File: src/rtl/bus_exchanger_pkg.sv
package bus_exchanger_pkg;
  localparam int unsigned DEF_WORD_W = 18;

  typedef enum logic {
    DIR_WIDE2NAR = 1'b0,
    DIR_NAR2WIDE = 1'b1
  } dir_e;

  // Returns {wide_en, nar_en} for a given enable and registered direction.
  function automatic logic [1:0] port_drive(input logic oe_n, input dir_e dir);
    logic [1:0] en;
    en = 2'b00;
    if (!oe_n) begin
      if (dir == DIR_NAR2WIDE) en = 2'b10;
      else                     en = 2'b01;
    end
    return en;
  endfunction
endpackage

File: src/rtl/bus_exchanger_pack.sv
module bus_exchanger_pack #(
  parameter int unsigned W = 18
) (
  input  logic         clk,
  input  logic         rst,
  input  logic         sel,
  input  logic [W-1:0] nar_in,
  output logic [W-1:0] wide1_q,
  output logic [W-1:0] wide2_q,
  output logic         load_first,
  output logic         advance
);
  logic [W-1:0] first_q;

  assign load_first = !sel;
  assign advance    = sel;

  always_ff @(posedge clk) begin
    if (rst) begin
      first_q <= '0;
      wide1_q <= '0;
      wide2_q <= '0;
    end else begin
      if (load_first) first_q <= nar_in;
      if (advance) begin
        wide1_q <= first_q;
        wide2_q <= nar_in;
      end
    end
  end
endmodule

File: src/rtl/bus_exchanger_pick.sv
module bus_exchanger_pick #(
  parameter int unsigned W = 18
) (
  input  logic         clk,
  input  logic         rst,
  input  logic         sel,
  input  logic [W-1:0] wide1_in,
  input  logic [W-1:0] wide2_in,
  output logic [W-1:0] nar_q
);
  logic [W-1:0] half_q [2];

  for (genvar h = 0; h < 2; h++) begin : g_half
    always_ff @(posedge clk) begin
      if (rst) half_q[h] <= '0;
      else     half_q[h] <= (h == 0) ? wide1_in : wide2_in;
    end
  end

  assign nar_q = sel ? half_q[0] : half_q[1];
endmodule

File: src/rtl/bus_exchanger_dir.sv
module bus_exchanger_dir
  import bus_exchanger_pkg::*;
(
  input  logic clk,
  input  logic rst,
  input  logic oe_n,
  input  logic dir_in,
  output dir_e dir_q,
  output logic nar_en,
  output logic wide_en
);
  always_ff @(posedge clk) begin
    if (rst) dir_q <= DIR_WIDE2NAR;
    else     dir_q <= dir_e'(dir_in);
  end

  always_comb begin
    {wide_en, nar_en} = port_drive(oe_n, dir_q);
  end
endmodule

File: src/rtl/bus_exchanger.sv
module bus_exchanger
  import bus_exchanger_pkg::*;
#(
  parameter int unsigned WORD_W = DEF_WORD_W
) (
  input  logic              clk,
  input  logic              rst,
  input  logic              oe_n,
  input  logic              dir_in,
  input  logic              sel,
  input  logic [WORD_W-1:0] nar_in,
  input  logic [WORD_W-1:0] wide1_in,
  input  logic [WORD_W-1:0] wide2_in,
  output logic [WORD_W-1:0] nar_out,
  output logic              nar_en,
  output logic [WORD_W-1:0] wide1_out,
  output logic [WORD_W-1:0] wide2_out,
  output logic              wide_en
);
  logic load_first;
  logic advance;
  dir_e dir_q;

  bus_exchanger_pack #(.W(WORD_W)) u_pack (
    .clk(clk), .rst(rst), .sel(sel), .nar_in(nar_in),
    .wide1_q(wide1_out), .wide2_q(wide2_out),
    .load_first(load_first), .advance(advance)
  );

  bus_exchanger_pick #(.W(WORD_W)) u_pick (
    .clk(clk), .rst(rst), .sel(sel),
    .wide1_in(wide1_in), .wide2_in(wide2_in), .nar_q(nar_out)
  );

  bus_exchanger_dir u_dir (
    .clk(clk), .rst(rst), .oe_n(oe_n), .dir_in(dir_in),
    .dir_q(dir_q), .nar_en(nar_en), .wide_en(wide_en)
  );
endmodule

File: config.mk
export PLATFORM = sky130hd
export DESIGN_NAME = bus_exchanger
export DESIGN_NICKNAME = d
export VERILOG_FILES = /design/src/rtl/bus_exchanger_pkg.sv /design/src/rtl/bus_exchanger_pack.sv /design/src/rtl/bus_exchanger_pick.sv /design/src/rtl/bus_exchanger_dir.sv /design/src/rtl/bus_exchanger.sv
export SDC_FILE = /design/constraint.sdc
export NUM_CORES = 1
export LEC_CHECK = 0
export BUFFER_PORTS_ARGS = -buffer_cell sky130_fd_sc_hd__buf_2
export CORE_AREA = 2 2 88 90
export CTS_CLUSTER_DIAMETER = 200
export CTS_CLUSTER_SIZE = 12
export DETAILED_ROUTE_END_ITERATION = 6
export DIE_AREA = 0 0 90 92
export PLACE_DENSITY = 0.72
export SLEW_MARGIN = 10
export SYNTH_ARGS = -nofsm -noshare
export SYNTH_HDL_FRONTEND = slang
export SYNTH_HIERARCHICAL = 1
export SYNTH_SLANG_ARGS = --single-unit
export TNS_END_PERCENT = 5
File: constraint.sdc
create_clock -name clk -period 0.9 [get_ports clk]
set_clock_uncertainty 0.1 [all_clocks]
set_input_delay 0.045 -clock clk [delete_from_list [all_inputs] [get_ports clk]]
set_output_delay 0.045 -clock clk [all_outputs]
set_load 0.05 [all_outputs]
After elaboration in Yosys (flattened, before gate mapping)
Memories as Yosys holds them, arrays and structs flattened.
Index checks and enable logic that the tools add are counted.
{"block": "word_totals", "reg_bits": 55, "ram_bits": 36, "in_bits": 59, "n_memories": 1}
{"name": "u_pick.half_q", "words": 2, "word_bits": 18, "rd": 2, "rd_clocked_by_memory_dff": 0, "write_ports": 2, "line": "bus_exchanger_pick.sv:11", "rtl": "logic [W-1:0] half_q [2];"}
{"block": "classes", "n_mux": 8, "n_bitwise": 2}
{"operator": "18-bit two-way mux", "n": 3}
{"operator": "2-bit two-way mux", "n": 2}
{"operator": "1-bit two-way mux", "n": 3}
{"operator": "1-bit bitwise OR", "n": 2}

Longest topological paths before layout
Gate-level depths: netlist of the first run.
{"block": "logic_depth", "ltp_word": 3, "ltp_mapped": 4}

Hierarchy
The synthesis of the first run kept the hierarchy.
{"mod": "bus_exchanger_pack", "instances": 1, "cells_each": 196, "area_per_inst_um2": 1920.6, "seq_area_each_um2": 1081.0}
{"mod": "bus_exchanger_pick", "instances": 1, "cells_each": 95, "area_per_inst_um2": 1238.7, "seq_area_each_um2": 720.7}
{"mod": "bus_exchanger_dir", "instances": 1, "cells_each": 4, "area_per_inst_um2": 43.8, "seq_area_each_um2": 20.0}

Worst setup path before layout of the first run
OpenSTA, ideal clock, no wires.
{"block": "synth_timing", "kind": "register -> output", "start": "reg u_dir.dir_q", "end": "out nar_en", "arrival_ps": 951, "required_time_ps": 755, "path_slack_ps": -196, "path_stages_with_launch": 2, "path_buffers": 0, "path_cell_list": "dfxtp_1 -> nor2_1"}
{"block": "synth_between", "elab_chain_len": 2}
{"element": "start, declared", "line": "bus_exchanger_dir.sv:8", "rtl": "output dir_e dir_q,"}
{"element": "start signal, assigned", "line": "bus_exchanger_dir.sv:14", "rtl": "else dir_q <= dir_e'(dir_in);"}
{"element": "2-bit two-way mux", "line": "bus_exchanger_pkg.sv:14", "rtl": "if (dir == DIR_NAR2WIDE) en = 2'b10;"}
{"element": "2-bit two-way mux", "line": "bus_exchanger_pkg.sv:13", "rtl": "if (!oe_n) begin"}
{"element": "end, declared", "line": "bus_exchanger.sv:15", "rtl": "output logic nar_en,"}
Every way passes these cells.

==> flow_summary.json, run 1 <==
{
  "fin_crit_sh": 1.37,
  "p_clk_frac": 0.336,
  "switchingPower_mw": 2.34,
  "setup_violations": 56,
  "clock_path_buffers": 2,
  "ioPinCount": 115,
  "detail_route.iter0.violations": 50,
  "power_report.internal_total_mw": 6.80,
  "violations_in_the_final_reports": "setup timing",
  "setup_ws_ps": -333,
  "post_route_cells_drive_above_1_share": 0.420,
  "groute.usage.overall": 0.187,
  "setup_slack_placement_ps": -86.8,
  "cts_inserted_buffers": 9,
  "setup_repair_after_global_routing_missed_its_margin": "true",
  "timing_worst_slew_pin_value_ps": 184,
  "placement_rows": 32,
  "irDropWorstVdd_uv": 924,
  "status": "finished, violations left",
  "power_per_cell_area_nw_per_um2": 1760,
  "post_drt_wl_per_cell_um": 13.9,
  "finalCriticalPeriod_ps": 1230,
  "max_freq_mhz": 811,
  "p_leak_nw": 2.29,
  "globalRouteOverflowTotal": 0,
  "postRouteAntennaNets": 0,
  "timing_max_transition_violations_final": 0,
  "drv_cap": 0,
  "grt_first_pass_wirelength_um": 12300,
  "placed_cells": 499,
  "placement.cell_area_um2": 3900,
  "cts_tree": "done",
  "maximum_fanout_encountered_on_the_critical_timing_path": 1,
  "post-route-drc-count": 0,
  "routabilityCongestion": 0.678,
  "post_synth_instance_area_um2": 3190,
  "tns_ps": -8950,
  "avgViaCountPerCell": 4.51,
  "power_switching_share": 0.256,
  "synth_cells": 293,
  "clock_latency_on_the_worst_skew_pair_ps": 340,
  "critPathCaptureType": "output pin",
  "clk_sinks": 91,
  "crit_arrival_ps": 1090,
  "yosys_warnings": 6,
  "max-slew-margin-rel": 0.874,
  "syn_to_final_growth_pct": 62.8,
  "post_detailed_routing_wire_length_um": 7920,
  "layout.nets": 523,
  "worst-endpoint-required_ps": 750,
  "sort_of_element_at_the_start_of_the_critical_path": "register",
  "die_width_um": 90,
  "hpwlAfterDp_um": 3880,
  "timing.setup.critical_path_class": "reg -> out",
  "synthesis.area_per_instance_um2": 10.9,
  "detailroute.via_count": 2575,
  "timing.final.hold_violations": 0,
  "mappedNetlistNets": 352,
  "detail_route.first_pass.iterations": 4,
  "vertical_die_dimension_um": 92,
  "grt_pass1_vias": 2616,
  "floorplan.core_area_um2": 7450,
  "combinational_group_share_of_total_power": 0.189,
  "register_to_register_path_setup_slack_ps": 100,
  "grt_antenna_before_repair": 0,
  "stdcell_area_um2": 5200,
  "clk_root_buffer_cell": "clkbuf_8",
  "portBuffers": 114,
  "grt_max_degree": 47,
  "htreeDepth": 3,
  "post_layout_nonfiller_instances": 571,
  "floorplan.initialDensity": 0.429,
  "die-area_um2": 8280,
  "antenna-diode-count": 0,
  "sequentialPowerShare": 0.476,
  "worst_hold_path_type": "in -> reg",
  "pwr_total_mw": 9.14,
  "clock_pin_transition_on_the_worst_setup_and_hold_timing_paths_ps": 90
}
## critical path, cell delays in order, from the launching register on
cell,delay (ps)
dfxtp_1,320
mux2_4,270
buf_6,150
## layout make-up
| type | instances | area [µm²] |
|---|---|---|
| Clock buffer | 12 | 155 |
| Tap cell | 102 | 128 |
| Timing Repair Buffer | 179 | 1750 |
| Fill cell | 541 | 2250 |
| Clock inverter | 4 | 72.6 |
| Multi-Input combinational cell | 183 | 1220 |
| Sequential cell | 91 | 1870 |
## cells in the final DEF, fill, tap and decap left out, types with 27 or more instances in the layout
cell	count
buf_8	29
dlygate4sd3_1	55
dfxtp_2	38
buf_2	57
nor2b_1	32
dfxtp_1	53
a21oi_1	35
nand2b_1	36
buf_6	27
## per-stage QoR
step / util / hold slack (ps)
global placement: 0.524 / 149
detailed placement: 0.524 / 152
floorplan: - / 16.6
global route: 0.698 / 18.3
finish: 0.698 / 20.9
CTS: 0.690 / -6.33
## flip-flops by register name, summed over array words and instances (netlist names)
register,cells
u_dir/dir_q,1
u_pack/first_q,18
u_pack/wide1_q,18
u_pack/wide2_q,18
u_pick/half_q,36
## per-layer routing
layer / up-vias / wire (µm) / track usage
li1: 1292 / - / -
met1: 1178 / 3360 / 0.207
met2: 91 / 3970 / 0.330
met3: 14 / 488 / 0.0583
met4: 0 / 107 / 0.0795
met5: - / 0 / 0
## repair_timing
action	4_1_cts	5_1_grt
hold buffers	56	0
endpoints found under the setup margin	56	59
setup buffers	0	0
resized for setup	164	16
cloned	0	0
hold endpoints to repair	73	0
pin swaps	1	0
## power by group through the flow
stage | Clock [mW] | Sequential, mW | Combinational [mW]
2_1_floorplan | 0 | 4.63 | 0.685
3_3_place_gp | 0 | 4.39 | 1.26
3_5_place_dp | 0 | 4.39 | 1.28
4_1_cts | 3.14 | 4.33 | 1.66
5_1_grt | 3.29 | 4.37 | 1.81
6_report | 3.07 | 4.35 | 1.72
## final timing paths
check,cells past startpoint,from,to
max,2,u_pick/half_q[1][8]$_SDFF_PP0_,nar_out[8]
min,3,rst,u_pick/half_q[1][4]$_SDFF_PP0_
max reg2reg,2,u_pack/wide2_q[6]$_SDFFE_PP0P_,u_pack/wide2_q[6]$_SDFFE_PP0P_
min reg2reg,2,u_pack/first_q[3]$_SDFFE_PP0N_,u_pack/wide1_q[3]$_SDFFE_PP0P_
(Power assumes the default switching activity.)
==> inputs of run 2 (changes only) <==
--- a/config.mk
+++ b/config.mk
@@ -6,12 +6,14 @@
 export NUM_CORES = 1
 export LEC_CHECK = 0
 export BUFFER_PORTS_ARGS = -buffer_cell sky130_fd_sc_hd__buf_2
-export CORE_AREA = 2 2 88 90
+export CELL_PAD_IN_SITES_DETAIL_PLACEMENT = 1
+export CELL_PAD_IN_SITES_GLOBAL_PLACEMENT = 1
+export CORE_AREA = 2 2 97 99
 export CTS_CLUSTER_DIAMETER = 200
 export CTS_CLUSTER_SIZE = 12
 export DETAILED_ROUTE_END_ITERATION = 6
-export DIE_AREA = 0 0 90 92
-export PLACE_DENSITY = 0.72
+export DIE_AREA = 0 0 99 101
+export PLACE_DENSITY_LB_ADDON = 0.1
 export SLEW_MARGIN = 10
 export SYNTH_ARGS = -nofsm -noshare
 export SYNTH_HDL_FRONTEND = slang
==> run 2 against run 1 <==
Effect of this change: the flow still finishes with violations (setup timing); cell count rose by 2.6%; total power fell by 2.8%; global-route usage decreased by 1.6 points; sequential share of layout area is 0.79 points lower; register-to-register slack improved by 30 ps; non-clock buffer count rose by 6; via count down 0.31%; fmax shrank 0.14%; final area increased by 2.2%; hold slack got worse by 1.2 ps; highest routed layer unchanged.
==> flow_summary.json, run 2 (same netlist as run 1, synthesis figures left out) <==
{
  "status": "finished, violations left",
  "violations_in_the_final_reports": "setup timing",
  "grt_pass1_vias": 2727,
  "routabilityCongestion": 0.677,
  "syn_to_final_growth_pct": 66.5,
  "cts_inserted_buffers": 9,
  "post_drt_wl_per_cell_um": 13.8,
  "max_freq_mhz": 810,
  "global_route.peak_usage_layer": "met2",
  "globalRouteMet2Util": 0.295,
  "avgViaCountPerCell": 4.38,
  "r2r_start": "u_pack/wide2_q[10]$_SDFFE_PP0P_",
  "post-route-drc-count": 0,
  "crit_arrival_ps": 1090,
  "cell_chain_critical_path": "mux2_4 > buf_6",
  "timing_worst_slew_pin_value_ps": 299,
  "worstHoldPathCells": 3,
  "finalCriticalPeriod_ps": 1230,
  "detail_route.first_pass.iterations": 4,
  "clk_root_buffer_cell": "clkbuf_8",
  "grt_antenna_before_repair": 0,
  "worst_hold_path_type": "in -> reg",
  "nFillCells": 928,
  "whs_ps": 19.7,
  "registers.top_by_ff_count": "u_pick/half_q",
  "register_to_register_path_setup_slack_ps": 130,
  "grt_max_degree": 29,
  "max-slew-margin-rel": 0.801,
  "ioPinCount": 115,
  "clock_pin_transition_on_the_worst_setup_and_hold_timing_paths_ps": 90,
  "grt_use_met1": 0.207,
  "irDropWorstVdd_uv": 769,
  "clk_sinks": 91,
  "largest_register_ffs": 36,
  "die-area_um2": 10000,
  "groute.usage.overall": 0.171,
  "tns_ps": -9370,
  "layout.core_utilization": 0.592,
  "worst_path_max_delay_cell": "dfxtp_1",
  "met3_usage": 0.0423,
  "slowest_delay_ps": 320,
  "critPathCaptureType": "output pin",
  "floorplan.initialDensity": 0.356,
  "most_common_cell_after_layout_fill_and_taps_aside": "buf_2",
  "fin_crit_sh": 1.37,
  "antenna-diode-count": 0,
  "maximum_fanout_encountered_on_the_critical_timing_path": 1,
  "grt_first_pass_wirelength_um": 13400,
  "timing.setup.critical_path_class": "reg -> out",
  "floorplan.core_area_um2": 8980,
  "setup_repair_after_global_routing_missed_its_margin": "true",
  "crit_buf_inv": 1,
  "postRouteAntennaNets": 0,
  "timing.final.hold_violations": 0,
  "htreeDepth": 3,
  "sort_of_element_at_the_start_of_the_critical_path": "register",
  "setup_violations": 56,
  "final_cell_mix": "buf_2, dlygate4sd3_1, dfxtp_1",
  "portBuffers": 114,
  "hpwlAfterDp_um": 4730,
  "timing.hold.worst.start": "rst",
  "cts_tree": "done",
  "placement_rows": 35,
  "clock_latency_on_the_worst_skew_pair_ps": 350,
  "timing.rr.end": "u_pack/wide2_q[10]$_SDFFE_PP0P_",
  "detailroute.via_count": 2567,
  "p_leak_nw": 2.35,
  "detail_route.iter0.violations": 40,
  "globalRouteOverflowTotal": 0,
  "post_route_cells_drive_above_1_share": 0.421,
  "die_width_um": 99,
  "setup_ws_ps": -334,
  "clock_path_buffers": 2,
  "post_detailed_routing_wire_length_um": 8060,
  "timing.hold.worst_endpoint": "u_pick/half_q[0][7]$_SDFF_PP0_",
  "power_per_cell_area_nw_per_um2": 1670,
  "worst-r2r-cell-count": 2,
  "vertical_die_dimension_um": 101,
  "layout.nets": 529,
  "timing_max_transition_violations_final": 0,
  "critical-path-top-delay-family": "flip-flops",
  "drv_cap": 0,
  "worst-endpoint-required_ps": 750
}
==> run 2: worst max path at each step <==
stage,cells after the start,start,end
global placement,4,sel,nar_out[0]
finish,2,u_pick/half_q[1][8]$_SDFF_PP0_,nar_out[8]
CTS,2,u_pick/half_q[0][7]$_SDFF_PP0_,nar_out[7]
global route,2,u_pick/half_q[0][4]$_SDFF_PP0_,nar_out[4]
detailed placement,4,sel,nar_out[3]
floorplan,2,u_pack/wide1_q[2]$_SDFFE_PP0P_,u_pack/wide1_q[2]$_SDFFE_PP0P_
==> run 2: cell type report <==
cell class	count	area (µm²)	area share
repair buffers	185	1880	0.354
flip-flops and latches	91	1870	0.352
multi-input cells	183	1230	0.232
clock buffers	12	145	0.0273
well taps	111	139	0.0261
clock inverters	4	50.0	0.00942
==> run 2: repair_timing <==
item / 4_1_cts / 5_1_grt
endpoints found under the setup margin: 56 / 67
gates resized for setup: 170 / 17
pin swaps: 1 / 0
buffers inserted: 0 / 0
endpoints found under the hold margin: 73 / 0
hold buffers: 58 / 0
==> run 2: worst reg2reg max path, stage by stage (launching register included) <==
cell and delay (ps):
dfxtp_2 340, mux2i_1 150, nor2_1 70
==> run 2: power breakdown <==
part	switching [mW]	leakage, nW	internal, mW
Clock	1.40	0.0926	1.36
Sequential	0.0992	0.767	4.24
Combinational	0.895	1.49	0.891
==> run 2: routing by layer <==
metal,vias to the layer above,share of wire
li1,1294,-
met1,1191,0.43
met2,72,0.51
met3,10,0.048
met4,0,0.013
met5,-,0
==> run 2: per-stage QoR <==
stage / power [mW] / worst slack [ps] / area (µm²) / std cells
final: 8.89 / -334 / 5310 / 586
after detailed placement: 5.74 / -109 / 4000 / 512
after CTS: 8.95 / -354 / 5260 / 586
after global routing: 9.30 / -381 / 5310 / 586
after global placement: 5.71 / -98.0 / 4000 / 512
after floorplan: 5.32 / -129 / 3190 / 293
==> inputs of run 3 (changes only) <==
--- a/config.mk
+++ b/config.mk
@@ -8,11 +8,11 @@
 export BUFFER_PORTS_ARGS = -buffer_cell sky130_fd_sc_hd__buf_2
 export CELL_PAD_IN_SITES_DETAIL_PLACEMENT = 1
 export CELL_PAD_IN_SITES_GLOBAL_PLACEMENT = 1
-export CORE_AREA = 2 2 97 99
+export CORE_AREA = 2 2 99 101
 export CTS_CLUSTER_DIAMETER = 200
 export CTS_CLUSTER_SIZE = 12
 export DETAILED_ROUTE_END_ITERATION = 6
-export DIE_AREA = 0 0 99 101
+export DIE_AREA = 0 0 101 103
 export PLACE_DENSITY_LB_ADDON = 0.1
 export SLEW_MARGIN = 10
 export SYNTH_ARGS = -nofsm -noshare
==> run 3 against run 2 <==
Effect of this change: the flow finishes with violations (hold timing, setup timing); flip-flop and latch count is the same; total power shrank 0.65%; register-to-register slack is essentially flat; final area shrank 1.7%; non-clock buffer count shrank 3; first-iteration DRC count shrank 50%; global-route usage shrank 0.53 points; sequential power is essentially flat; critical path type unchanged; critical endpoint is now nar_out[5]; highest routed layer unchanged.
==> flow_summary.json, run 3 (same netlist as run 1, synthesis figures left out) <==
{
  "pwr_total_mw": 8.83,
  "setup_ws_ps": -347,
  "timing.rr.end": "u_pack/wide2_q[0]$_SDFFE_PP0P_",
  "cts_inserted_buffers": 9,
  "floorplan.initialDensity": 0.337,
  "die-area_um2": 10400,
  "layout.nets": 526,
  "power_per_cell_area_nw_per_um2": 1690,
  "syn_to_final_growth_pct": 63.7,
  "power_report.internal_total_mw": 6.39,
  "max_freq_mhz": 802,
  "stdcell_area_um2": 5220,
  "r2r_start": "u_pack/wide2_q[0]$_SDFFE_PP0P_",
  "worst_hold_path_type": "in -> reg",
  "worst_setup_path_endpoint": "nar_out[5]",
  "clk_sinks": 91,
  "floorplan.core_area_um2": 9460,
  "irDropWorstVdd_uv": 750,
  "timing_max_transition_violations_final": 0,
  "slowest_delay_ps": 320,
  "vertical_die_dimension_um": 103,
  "portBuffers": 114,
  "p_leak_nw": 2.29,
  "final_cell_mix": "buf_2, dlygate4sd3_1, dfxtp_1",
  "crit_buf_inv": 1,
  "placement_rows": 36,
  "worst_path_max_delay_cell": "dfxtp_1",
  "detail_route.iter0.violations": 20,
  "worst-r2r-cell-count": 2,
  "clock_pin_transition_on_the_worst_setup_and_hold_timing_paths_ps": 100,
  "switchingPower_mw": 2.44,
  "whs_ps": -13.9,
  "registers.top_by_ff_count": "u_pick/half_q",
  "clock_latency_on_the_worst_skew_pair_ps": 340,
  "fin_crit_sh": 1.39,
  "timing_worst_slew_pin_value_ps": 323,
  "hpwlAfterDp_um": 4580,
  "p_clk_frac": 0.309,
  "grt_antenna_before_repair": 0,
  "htreeDepth": 3,
  "timing.final.hold_violations": 7,
  "timing.setup.critical_path_class": "reg -> out",
  "sequentialPowerShare": 0.492,
  "maximum_fanout_encountered_on_the_critical_timing_path": 1,
  "status": "finished, violations left",
  "worst-endpoint-required_ps": 750,
  "post_detailed_routing_wire_length_um": 8340,
  "clk_root_buffer_cell": "clkbuf_8",
  "post_drt_wl_per_cell_um": 14.2,
  "clock_path_buffers": 2,
  "crit_arrival_ps": 1100,
  "critPathCaptureType": "output pin",
  "finalCriticalPeriod_ps": 1250,
  "setup_repair_after_global_routing_missed_its_margin": "true",
  "combinational_group_share_of_total_power": 0.199,
  "grt_pass1_vias": 2787,
  "drv_cap": 0,
  "most_common_cell_after_layout_fill_and_taps_aside": "buf_2",
  "register_to_register_path_setup_slack_ps": 140,
  "post_route_cells_drive_above_1_share": 0.422,
  "violations_in_the_final_reports": "hold timing, setup timing",
  "avgViaCountPerCell": 4.43,
  "critical-path-top-delay-family": "flip-flops",
  "die_width_um": 101,
  "power_switching_share": 0.276,
  "postCtsSetupBuffers": 0,
  "detailroute.via_count": 2598,
  "placement.cell_area_um2": 3940,
  "critical_path_startpoint": "u_pick/half_q[0][5]$_SDFF_PP0_",
  "antenna-diode-count": 0,
  "grt_first_pass_wirelength_um": 13300,
  "globalRouteOverflowTotal": 0,
  "sort_of_element_at_the_start_of_the_critical_path": "register",
  "post-route-drc-count": 0,
  "largest_register_ffs": 36,
  "ioPinCount": 115,
  "setup_violations": 62,
  "grt_max_degree": 37,
  "max-slew-margin-rel": 0.784,
  "cts_tree": "done",
  "tns_ps": -10330,
  "groute.usage.overall": 0.166,
  "cell_chain_critical_path": "mux2_4 > buf_8",
  "routabilityCongestion": 0.679,
  "detail_route.first_pass.iterations": 4,
  "critical_path_depth": 2,
  "postRouteAntennaNets": 0
}
-- run 3: worst min-delay path, stage by stage --
cell	delay [ps]
buf_2	140
buf_12	160
a21oi_1	50
-- run 3: per-layer routing --
metal  GRT usage  wire length [µm]  up-vias
li1            -                 -     1293
met1       0.187              3440     1216
met2       0.295              4310       76
met3      0.0597               489       13
met4      0.0509               104        0
met5           0                 0        -
-- run 3: worst min path at each step --
stage / from / slack [ps] / cells after the start / end
floorplan: rst / 20 / 1 / u_dir/dir_q$_SDFF_PP0_
global placement: wide2_in[16] / 150 / 2 / u_pick/half_q[1][16]$_SDFF_PP0_
detailed placement: wide2_in[16] / 160 / 2 / u_pick/half_q[1][16]$_SDFF_PP0_
CTS: rst / -20 / 3 / u_pack/wide1_q[4]$_SDFFE_PP0P_
global route: rst / -20 / 3 / u_pack/wide2_q[2]$_SDFFE_PP0P_
finish: rst / -10 / 3 / u_pack/first_q[1]$_SDFFE_PP0N_
-- run 3: layout make-up --
class / count / area (µm²)
timing repair buffer: 182 / 1790
clock buffer: 10 / 128
multi-input combinational: 183 / 1230
tap: 114 / 143
fill: 1031 / 4240
sequential: 91 / 1870
clock inverter: 6 / 63.8
-- run 3: power groups by stage --
stage	logic, mW	registers (mW)	clock network, mW
after floorplan	0.685	4.63	0
after global placement	1.29	4.39	0
after detailed placement	1.31	4.39	0
after CTS	1.70	4.34	2.82
after global routing	1.86	4.37	3.02
final	1.75	4.34	2.73
-- run 3: through the flow --
stage | util | cells | hold WS [ps] | setup WS [ps]
3_5_place_dp | 0.416 | 514 | 160 | -108
6_report | 0.552 | 586 | -13.9 | -347
4_1_cts | 0.545 | 585 | -21.1 | -355
3_3_place_gp | 0.416 | 514 | 151 | -98.5
5_1_grt | 0.552 | 586 | -18.2 | -391
2_1_floorplan | - | 293 | 16.6 | -129
-- run 3: repair_timing --
action                                  in CTS  in global routing
gates resized for setup                    171                 15
endpoints found under the hold margin       76                  6
cloned                                       0                  0
endpoints found under the setup margin      56                 56
hold buffers                                55                  1
pin swaps                                    1                  0
